`src/rtl/fnr_pkg.sv`:
```
// Shared definitions for the fractional-N residue controller.
// Assumes: mode codes are fixed by the configuration port encoding.
package fnr_pkg;
    typedef enum logic [1:0] {
        FNR_INT     = 2'd0,
        FNR_FRAC    = 2'd1,
        FNR_SD2     = 2'd2,
        FNR_INT_ALT = 2'd3
    } fnr_mode_e;
endpackage

```
`src/rtl/fnr_prbs.sv`:
```
// Maximal-length Fibonacci LFSR that advances one step per request.
// Outputs the top state bit before the step.
// Assumes: SEED is non-zero and the two taps give a maximal sequence.
module fnr_prbs #(
    parameter int             W    = 15,
    parameter int             TAP  = 13,
    parameter logic [W-1:0]   SEED = {{(W-1){1'b0}}, 1'b1}
) (
    input  logic clk,
    input  logic rst_n,
    input  logic step,
    output logic msb_o
);
    logic [W-1:0] state_q;

    // Shift in the XOR of the top bit and the tap bit on each step.
    always_ff @(posedge clk) begin
        if (!rst_n)
            state_q <= SEED;
        else if (step)
            state_q <= {state_q[W-2:0], state_q[W-1] ^ state_q[TAP]};
    end

    assign msb_o = state_q[W-1];
endmodule

```
`src/rtl/fnr_modulator.sv`:
```
// Divide-offset and residue generator.
// Fractional mode runs a first-order accumulator, noise-shaped mode a
// cascade of two, and integer mode clears the state.
// Offset and residue are combinational from the present state and inputs.
// Assumes: the state advances only when step is high.
module fnr_modulator
    import fnr_pkg::*;
#(
    parameter int FW = 7
) (
    input  logic          clk,
    input  logic          rst_n,
    input  logic          step,
    input  fnr_mode_e     mode,
    input  logic [FW-1:0] frac,
    output logic [2:0]    offset_o,
    output logic [FW-1:0] resid_o
);
    logic [FW-1:0] a1_q, a2_q;
    logic          c2p_q;
    logic [FW:0]   s1, s2;
    logic [FW-1:0] a1_d, a2_d;
    logic          c2p_d;

    // First and second stage sums with their carries.
    always_comb begin
        s1 = {1'b0, a1_q} + {1'b0, frac};
        s2 = {1'b0, a2_q} + {1'b0, s1[FW-1:0]};
    end

    // Select offset, residue and next state for the active mode.
    always_comb begin
        case (mode)
            FNR_FRAC: begin
                offset_o = {2'b00, s1[FW]};
                resid_o  = s1[FW-1:0];
                a1_d     = s1[FW-1:0];
                a2_d     = '0;
                c2p_d    = 1'b0;
            end
            FNR_SD2: begin
                offset_o = {2'b00, s1[FW]} + {2'b00, s2[FW]} - {2'b00, c2p_q};
                resid_o  = '0;
                a1_d     = s1[FW-1:0];
                a2_d     = s2[FW-1:0];
                c2p_d    = s2[FW];
            end
            default: begin
                offset_o = 3'd0;
                resid_o  = '0;
                a1_d     = '0;
                a2_d     = '0;
                c2p_d    = 1'b0;
            end
        endcase
    end

    // Advance the accumulator state once per divider cycle.
    always_ff @(posedge clk) begin
        if (!rst_n) begin
            a1_q  <= '0;
            a2_q  <= '0;
            c2p_q <= 1'b0;
        end else if (step) begin
            a1_q  <= a1_d;
            a2_q  <= a2_d;
            c2p_q <= c2p_d;
        end
    end
endmodule

```
`src/rtl/fnr_weight_split.sv`:
```
// Splits a residue into complementary path weights that sum to 2^FW.
// When the edges are swapped, the weights are exchanged with them.
// Assumes: path A carries the delayed edge when swap is low.
module fnr_weight_split #(
    parameter int FW = 7
) (
    input  logic [FW-1:0] resid,
    input  logic          swap,
    output logic [FW:0]   wt_a,
    output logic [FW:0]   wt_b
);
    localparam logic [FW:0] FULL = (FW+1)'(1) << FW;

    logic [FW:0] eps, comp;

    // Route the residue to the delayed edge and its complement to the other path.
    always_comb begin
        eps  = {1'b0, resid};
        comp = FULL - eps;
        wt_a = swap ? comp : eps;
        wt_b = swap ? eps  : comp;
    end
endmodule

```
`src/rtl/frac_residue_ctrl.sv`:
```
// Top of the fractional-N residue controller.
// Holds the configuration written through the config port.
// On each divider strobe it registers the divide value, the two path
// weights and the swap bit, so all four belong to the same cycle.
// Assumes: cfg_int >= 2; cyc_stb is a single-cycle pulse.
module frac_residue_ctrl
    import fnr_pkg::*;
#(
    parameter int INT_W     = 8,
    parameter int FRAC_W    = 7,
    parameter int LFSR_W    = 15,
    parameter int LFSR_TAP  = 13,
    parameter int LFSR_SEED = 1,
    parameter int DEF_INT   = 73
) (
    input  logic              clk,
    input  logic              rst_n,
    input  logic              cfg_we,
    input  logic [INT_W-1:0]  cfg_int,
    input  logic [FRAC_W-1:0] cfg_frac,
    input  logic [1:0]        cfg_mode,
    input  logic              cfg_swap_en,
    input  logic              cyc_stb,
    output logic [INT_W:0]    div_val,
    output logic [FRAC_W:0]   wt_a,
    output logic [FRAC_W:0]   wt_b,
    output logic              path_swap
);
    localparam logic [FRAC_W:0] FULL = (FRAC_W+1)'(1) << FRAC_W;

    logic [INT_W-1:0]  int_q;
    logic [FRAC_W-1:0] frac_q;
    fnr_mode_e         mode_q;
    logic              swap_en_q;

    logic              prbs_bit, swap_now;
    logic [2:0]        offset;
    logic [FRAC_W-1:0] resid;
    logic [FRAC_W:0]   wa_d, wb_d;
    logic [INT_W:0]    div_d;

    // Capture configuration writes; they are applied at the next strobe.
    always_ff @(posedge clk) begin
        if (!rst_n) begin
            int_q     <= INT_W'(DEF_INT);
            frac_q    <= '0;
            mode_q    <= FNR_INT;
            swap_en_q <= 1'b0;
        end else if (cfg_we) begin
            int_q     <= cfg_int;
            frac_q    <= cfg_frac;
            mode_q    <= fnr_mode_e'(cfg_mode);
            swap_en_q <= cfg_swap_en;
        end
    end

    fnr_prbs #(
        .W    (LFSR_W),
        .TAP  (LFSR_TAP),
        .SEED (LFSR_W'(LFSR_SEED))
    ) u_prbs (
        .clk   (clk),
        .rst_n (rst_n),
        .step  (cyc_stb),
        .msb_o (prbs_bit)
    );

    fnr_modulator #(.FW(FRAC_W)) u_mod (
        .clk      (clk),
        .rst_n    (rst_n),
        .step     (cyc_stb),
        .mode     (mode_q),
        .frac     (frac_q),
        .offset_o (offset),
        .resid_o  (resid)
    );

    assign swap_now = swap_en_q & prbs_bit;

    fnr_weight_split #(.FW(FRAC_W)) u_split (
        .resid (resid),
        .swap  (swap_now),
        .wt_a  (wa_d),
        .wt_b  (wb_d)
    );

    // Add the sign-extended offset (-1..+2) to the integer divide value.
    always_comb begin
        div_d = {1'b0, int_q} + {{(INT_W-2){offset[2]}}, offset};
    end

    // Register all outputs together on the divider-cycle strobe.
    always_ff @(posedge clk) begin
        if (!rst_n) begin
            div_val   <= (INT_W+1)'(DEF_INT);
            wt_a      <= '0;
            wt_b      <= FULL;
            path_swap <= 1'b0;
        end else if (cyc_stb) begin
            div_val   <= div_d;
            wt_a      <= wa_d;
            wt_b      <= wb_d;
            path_swap <= swap_now;
        end
    end
endmodule

```
`config.mk`:
```
export PLATFORM = sky130hd
export DESIGN_NAME = frac_residue_ctrl
export DESIGN_NICKNAME = d
export VERILOG_FILES = /design/src/rtl/fnr_pkg.sv /design/src/rtl/fnr_prbs.sv /design/src/rtl/fnr_modulator.sv /design/src/rtl/fnr_weight_split.sv /design/src/rtl/frac_residue_ctrl.sv
export SDC_FILE = /design/constraint.sdc
export NUM_CORES = 1
export LEC_CHECK = 0
export BUFFER_PORTS_ARGS = -buffer_cell sky130_fd_sc_hd__clkbuf_2
export CORE_MARGIN = 2
export CORE_UTILIZATION = 43
export CTS_CLUSTER_DIAMETER = 40
export DETAILED_ROUTE_END_ITERATION = 10
export SLEW_MARGIN = 20
export SYNTH_ARGS = -nofsm -noshare
export SYNTH_HDL_FRONTEND = slang
export SYNTH_SLANG_ARGS = --single-unit
export TNS_END_PERCENT = 1
```
`constraint.sdc`:
```
create_clock -name clk -period 5.6 [get_ports clk]
set_input_delay 0.56 -clock clk [delete_from_list [all_inputs] [get_ports clk]]
set_output_delay 0.56 -clock clk [all_outputs]
set_load 0.02 [all_outputs]
```
Word-level counts from Yosys, hierarchy flattened
Cells that the tools add are included.
{"block": "word_totals", "elab_cells": 30, "ff_bits": 74, "inputBits": 22}
{"block": "classes", "reduce_logical": 1, "n_eq_ne": 2, "muxes": 7, "bitwise": 2, "add_sub_neg": 6}
{"operator": "two-way mux 7 bit", "n": 3}
{"operator": "adder 7 x 7 -> 8 bit", "n": 2}
{"operator": "two-way mux 8 bit", "n": 2}
{"operator": "adder 8 x 9 -> 9 bit", "n": 1}
{"operator": "subtractor 8 x 7 -> 8 bit, first input constant", "n": 1}
{"operator": "one-hot mux 3 bit (2 select lines)", "n": 1}
{"operator": "subtractor 3 x 1 -> 3 bit", "n": 1}
{"operator": "adder 1 x 1 -> 2 bit", "n": 1}
{"operator": "== test 2 x 1 -> 1 bit, second input constant", "n": 1}
{"operator": "== test 2 bit, second input constant", "n": 1}
{"operator": "OR reduction 2 bit", "n": 1}
{"operator": "bitwise AND 1 bit", "n": 1}
{"operator": "two-way mux 1 bit", "n": 1}
{"operator": "XOR 1 bit", "n": 1}

Longest topological paths before layout
{"block": "depth", "word_depth": 6, "depth_mapped": 23}

By module
A second synthesis with hierarchy kept.
{"block": "unflattened", "cells_unflattened": 421, "area_unflattened_um2": 4087.7}
{"module": "frac_residue_ctrl", "instances": 1, "area_each_um2": 1976.9, "cells_each": 189, "seq_area_each_um2": 880.8}
{"module": "fnr_modulator", "instances": 1, "area_each_um2": 1265.0, "cells_each": 145, "seq_area_each_um2": 300.3}
{"module": "fnr_prbs", "instances": 1, "area_each_um2": 585.6, "cells_each": 49, "seq_area_each_um2": 300.3}
{"module": "fnr_weight_split", "instances": 1, "area_each_um2": 260.2, "cells_each": 38, "seq_area_each_um2": 0.0}

Worst setup path after synthesis
OpenSTA, ideal clock, no wires.
{"block": "synth_timing", "path_type": "flip-flop to flip-flop", "startpoint": "reg frac_q[0]", "endpoint": "reg div_val[8]", "arrival_ns": 4.742, "n_path_buf": 0, "period_less_slack_ns": 4.821, "t_required_ns": 5.521, "path_stages_with_launch": 24, "path_slack_ns": 0.779, "cell_sequence": "dfxtp_1 ha_1 fa_1 a211oi_2 nor2_1 nor2_4 ha_1 a21oi_1 o21a_1 o21ai_0 ha_1 inv_1 ha_1 nor2b_1 o21ai_0 a21oi_1 ha_1 fa_1 a21o_1 a21oi_1 o21ai_0 o41ai_1 nand4_1 o211ai_1"}
{"block": "synth_between", "elab_chain_cells": 6}
{"element": "from (decl)", "line_no": "frac_residue_ctrl.sv:32", "rtl": "logic [FRAC_W-1:0] frac_q;"}
{"element": "from (signal assigned)", "line_no": "frac_residue_ctrl.sv:51", "rtl": "frac_q <= cfg_frac;"}
{"element": "adder 7 x 7 -> 8 bit (*)", "line_no": "fnr_modulator.sv:27", "rtl": "s1 = {1'b0, a1_q} + {1'b0, frac};"}
{"element": "adder 7 x 7 -> 8 bit", "line_no": "fnr_modulator.sv:28", "rtl": "s2 = {1'b0, a2_q} + {1'b0, s1[FW-1:0]};"}
{"element": "adder 1 x 1 -> 2 bit", "line_no": "fnr_modulator.sv:42", "rtl": "offset_o = {2'b00, s1[FW]} + {2'b00, s2[FW]} - {2'b00, c2p_q};"}
{"element": "subtractor 3 x 1 -> 3 bit", "line_no": "fnr_modulator.sv:42"}
{"element": "one-hot mux 3 bit (2 select lines) (*)", "line_no": "fnr_modulator.sv:33", "rtl": "case (mode)"}
{"element": "adder 8 x 9 -> 9 bit (*)", "line_no": "frac_residue_ctrl.sv:89", "rtl": "div_d = {1'b0, int_q} + {{(INT_W-2){offset[2]}}, offset};"}
{"element": "to (signal assigned)", "line_no": "frac_residue_ctrl.sv:95", "rtl": "div_val <= (INT_W+1)'(DEF_INT);"}
{"element": "to (signal assigned)", "line_no": "frac_residue_ctrl.sv:100", "rtl": "div_val <= div_d;"}
{"element": "to (decl)", "line_no": "frac_residue_ctrl.sv:24", "rtl": "output logic [INT_W:0] div_val,"}
Every way passes the cells marked *; elsewhere a longest branch is shown, timed or not.
A chain may end at the register's enable or synchronous reset.

Worst setup path in the final report
Same ends and word-level chain as after synthesis.

==> flow_metrics.tcl <==
set metrics [dict create \
    status "finished clean" \
    clock-skew-final_ps 11.4 \
    wl_per_cell_microns 14.2 \
    die_h_microns 102 \
    hold_path_origin "cfg_int[6]" \
    synth_fp_nets 498 \
    critical_path_arrival_ps 5440 \
    design_area_sq_mm 0.00454 \
    std_cell_rows 35 \
    total_power_w 0.00110 \
    critical_path.n_buffers_inverters 1 \
    finalCoreUtilization_pct 49.1 \
    crit_path_cell_trace "ha_1 -> fa_1 -> a211oi_4 -> o21bai_1 -> a21oi_1 -> xnor2_1 -> ha_1 -> a21oi_1 -> o21ai_0 -> ha_1 -> inv_1 -> ha_1 -> nor2b_1 -> o21ai_0 -> a21oi_1 -> ha_1 -> fa_1 -> a21o_1 -> a21oi_1 -> o21ai_0 -> o41ai_2 -> nand4_1 -> o211ai_1" \
    grt_pass1_vias 3062 \
    clock_path_buffers 2 \
    syn2layout_area_growth_pct 11.0 \
    r2r_setup_slack_ps 450 \
    synthArstFlopShare_pct 0 \
    max-vdd-ir-drop_mv 0.104 \
    dp_hpwl_microns 6020 \
    place.gp.congestion 0.757 \
    holdPathEnd "int_q[6]$_SDFFE_PN1P_" \
    period_share_pct 91.9 \
    dieWidth_microns 102 \
    synth_cells 444 \
    final_hold_violation_count 0 \
    setup_repair_after_global_routing_missed_its_margin "no" \
    gr-usage-met3_pct 3.80 \
    pin_count_of_the_biggest_net_entering_global_routing 55 \
    vias_per_cell 5.22 \
    io_buffers 47 \
    yosys.area.top_type_share_pct 35.7 \
    antenna_found_initial 0 \
    clock_insertion_delay_worst_skew_ps 360 \
    fin_ws_ps 451 \
    finalMaxSlewViolations 0 \
    core_region_area_sq_mm 0.00924 \
    detail_route.first_pass.iterations 4 \
    cap_violations 0 \
    critPathLaunchType "flop" \
    starting_utilization_of_the_core_area_pct 44.3 \
    gr-usage-met1_pct 23.9 \
    cts.root.buffer_cell "sky130_fd_sc_hd__clkbuf_8" \
    fillers 922 \
    placed_area_sq_mm 0.00433 \
    yosys_top_cell_by_area "sky130_fd_sc_hd__dfxtp_1" \
    post_synth_instance_area_sq_mm 0.00409 \
    worst_pin_slew_ps 978 \
    powerDensity_mw_per_mm2 241 \
    hold_path_class "input pin to flop" \
    critical_register_to_register_path_startpoint "frac_q[0]$_SDFFE_PN0P_" \
    crit_required_ps 5890 \
    global_route.usage.total_pct 18.3 \
    grt_pass1_wl_microns 14900 \
    design.final.nets 532 \
    yosysWarnings 0 \
    synth_edf_count 0 \
    r2r_end "div_val[8]$_SDFFE_PN0P_" \
    route.antenna.remaining_nets 0 \
    cp_slowest_cell "sky130_fd_sc_hd__fa_1" \
    tns_ps 0 \
    maximum_net_fanout_on_the_critical_path 6 \
    worst_setup_hold_path_clk_slew_ps 90 \
    cts-buffers-inserted 9 \
    crit_type "flop to flop" \
    timing.critical_path.to_type "flop" \
    gr-max-usage-layer "met2" \
    n_antenna_cell 0 \
    post-synth-top-count-cell "sky130_fd_sc_hd__dfxtp_1" \
    tritoncts_num_sinks 73 \
    cts_tree "yes" \
    hold_buffers 0 \
    synthTopCellsByCount "sky130_fd_sc_hd__dfxtp_1, sky130_fd_sc_hd__nor2_1, sky130_fd_sc_hd__mux2i_1" \
    design.portCount 48 \
    min_delay_path_depth 3 \
    drc 0 \
    dp_worst_slack_ps 313 \
    critical-path-top-cell-by-count "sky130_fd_sc_hd__ha_1" \
    htree_levels 3 \
    vias 3193 \
    timing.final.setup_violations 0 \
    drive_gt1_share_pct 18.0 \
    multi_input_comb_area_sq_mm 0.00242 \
    critical_path.max_stage_delay_ps 460 \
    synthFlopType "sky130_fd_sc_hd__dfxtp_1" \
    post_synth_num_cell_types 66 \
    yosysSeqAreaShare_pct 35.7 \
    final_period_minus_worst_setup_slack_ps 5150 \
    worstRegToRegCells 23 \
    detail_route.wirelength_microns 8660 \
    synth_top_cells_by_area "sky130_fd_sc_hd__dfxtp_1, sky130_fd_sc_hd__mux2i_1, sky130_fd_sc_hd__ha_1, sky130_fd_sc_hd__nor2_1, sky130_fd_sc_hd__a21oi_1" \
    dr.first_iter.drc_count 107 \
    ff_latch_area_sq_mm 0.00146 \
    design.die.area_sq_mm 0.0103 \
    syn_area_per_cell_sq_um 9.21 \
    clock.fmax_ghz 0.194 \
    cp_top_family "adder cells" \
    gr-usage-met2_pct 29.9 \
    synth.ff_latch_count 73 \
    worst_slew_margin_relative_to_its_limit_pct 34.7 \
    power.leakage_nw 1.95 \
    global_route.overflow_total 0 \
]
## power by group
| part | internal [W] | switching, W |
|---|---|---|
| combinational | 0.0000573 | 0.0000877 |
| clock | 0.000169 | 0.000233 |
| sequential | 0.000537 | 0.0000113 |
## cell type report
cell class	count	share of cell area, %
sequential	73	32.2
inverter	15	1.24
multi-input combinational	329	53.3
clock inverter	7	1.35
clock buffer	9	2.73
tap	129	3.55
timing repair buffer	50	5.68
## placed cells by master, fill, tap and decap left out, drive strengths merged, types with 5 or more instances in the layout
cell    instances
xor2           11
o21ai          18
nand4           6
inv            18
xnor2           8
nand2          26
nand2b         14
ha             29
nand3          15
a211oi         10
a21oi          25
nor2           57
clkbuf         55
a31oi           5
nand3b          7
dfxtp          73
nor2b           7
o211ai          7
mux2i          37
## worst reg2reg max path, cell delays in order (launching register included)
cell and delay [ps]:
sky130_fd_sc_hd__dfxtp_1 330, sky130_fd_sc_hd__ha_1 250, sky130_fd_sc_hd__fa_1 460, sky130_fd_sc_hd__a211oi_4 380
sky130_fd_sc_hd__o21bai_1 120, sky130_fd_sc_hd__a21oi_1 180, sky130_fd_sc_hd__xnor2_1 180, sky130_fd_sc_hd__ha_1 310
sky130_fd_sc_hd__a21oi_1 130, sky130_fd_sc_hd__o21ai_0 120, sky130_fd_sc_hd__ha_1 290, sky130_fd_sc_hd__inv_1 40
sky130_fd_sc_hd__ha_1 260, sky130_fd_sc_hd__nor2b_1 50, sky130_fd_sc_hd__o21ai_0 160, sky130_fd_sc_hd__a21oi_1 70
sky130_fd_sc_hd__ha_1 220, sky130_fd_sc_hd__fa_1 410, sky130_fd_sc_hd__a21o_1 190, sky130_fd_sc_hd__a21oi_1 240
sky130_fd_sc_hd__o21ai_0 150, sky130_fd_sc_hd__o41ai_2 270, sky130_fd_sc_hd__nand4_1 140, sky130_fd_sc_hd__o211ai_1 130
## through the flow
stage,hold slack [ps],instances
floorplan,448,444
global placement,458,595
detailed placement,466,595
CTS,405,611
global route,438,612
finish,416,612
## registers in the layout (all words and copies together), names as in the netlist
signal / count
mode_q: 2
frac_q: 7
wt_b: 7
u_mod.c2p_q: 1
u_mod.a2_q: 7
int_q: 8
wt_a: 8
path_swap: 1
u_mod.a1_q: 7
swap_en_q: 1
div_val: 9
u_prbs.state_q: 15
## routing by layer
layer	vias up	routed length (microns)	share of wire, %
met1	1499	4190	48
met2	51	4040	47
met3	11	297	3.4
met5	-	0	0
met4	0	137	1.6
li1	1632	-	-
## what timing repair did
action                                  in CTS  in global routing
hold endpoints to repair                     0                  0
endpoints found under the setup margin       0                  1
resized for setup                            0                  2
buffers inserted                             0                  1
## cells by family after synthesis
| family | Yosys count | synth area share, % |
|---|---|---|
| simple gates | 151 | 19.5 |
| buf+inv | 42 | 5.51 |
| flops | 73 | 35.7 |
| xor+xnor | 19 | 4.07 |
| compound gates | 89 | 15.4 |
| mux | 38 | 9.42 |
| fa+ha+maj | 32 | 10.3 |
## worst max-delay path by stage
stage,startpoint,to,slack [ps],cells after the start
global route,frac_q[0]$_SDFFE_PN0P_,div_val[8]$_SDFFE_PN0P_,20,23
detailed placement,frac_q[0]$_SDFFE_PN0P_,div_val[8]$_SDFFE_PN0P_,310,23
finish,frac_q[0]$_SDFFE_PN0P_,div_val[8]$_SDFFE_PN0P_,450,23
CTS,frac_q[0]$_SDFFE_PN0P_,div_val[8]$_SDFFE_PN0P_,280,23
floorplan,frac_q[0]$_SDFFE_PN0P_,div_val[8]$_SDFFE_PN0P_,780,23
global placement,frac_q[0]$_SDFFE_PN0P_,div_val[8]$_SDFFE_PN0P_,490,23
Power figures use the tool's default switching activity.
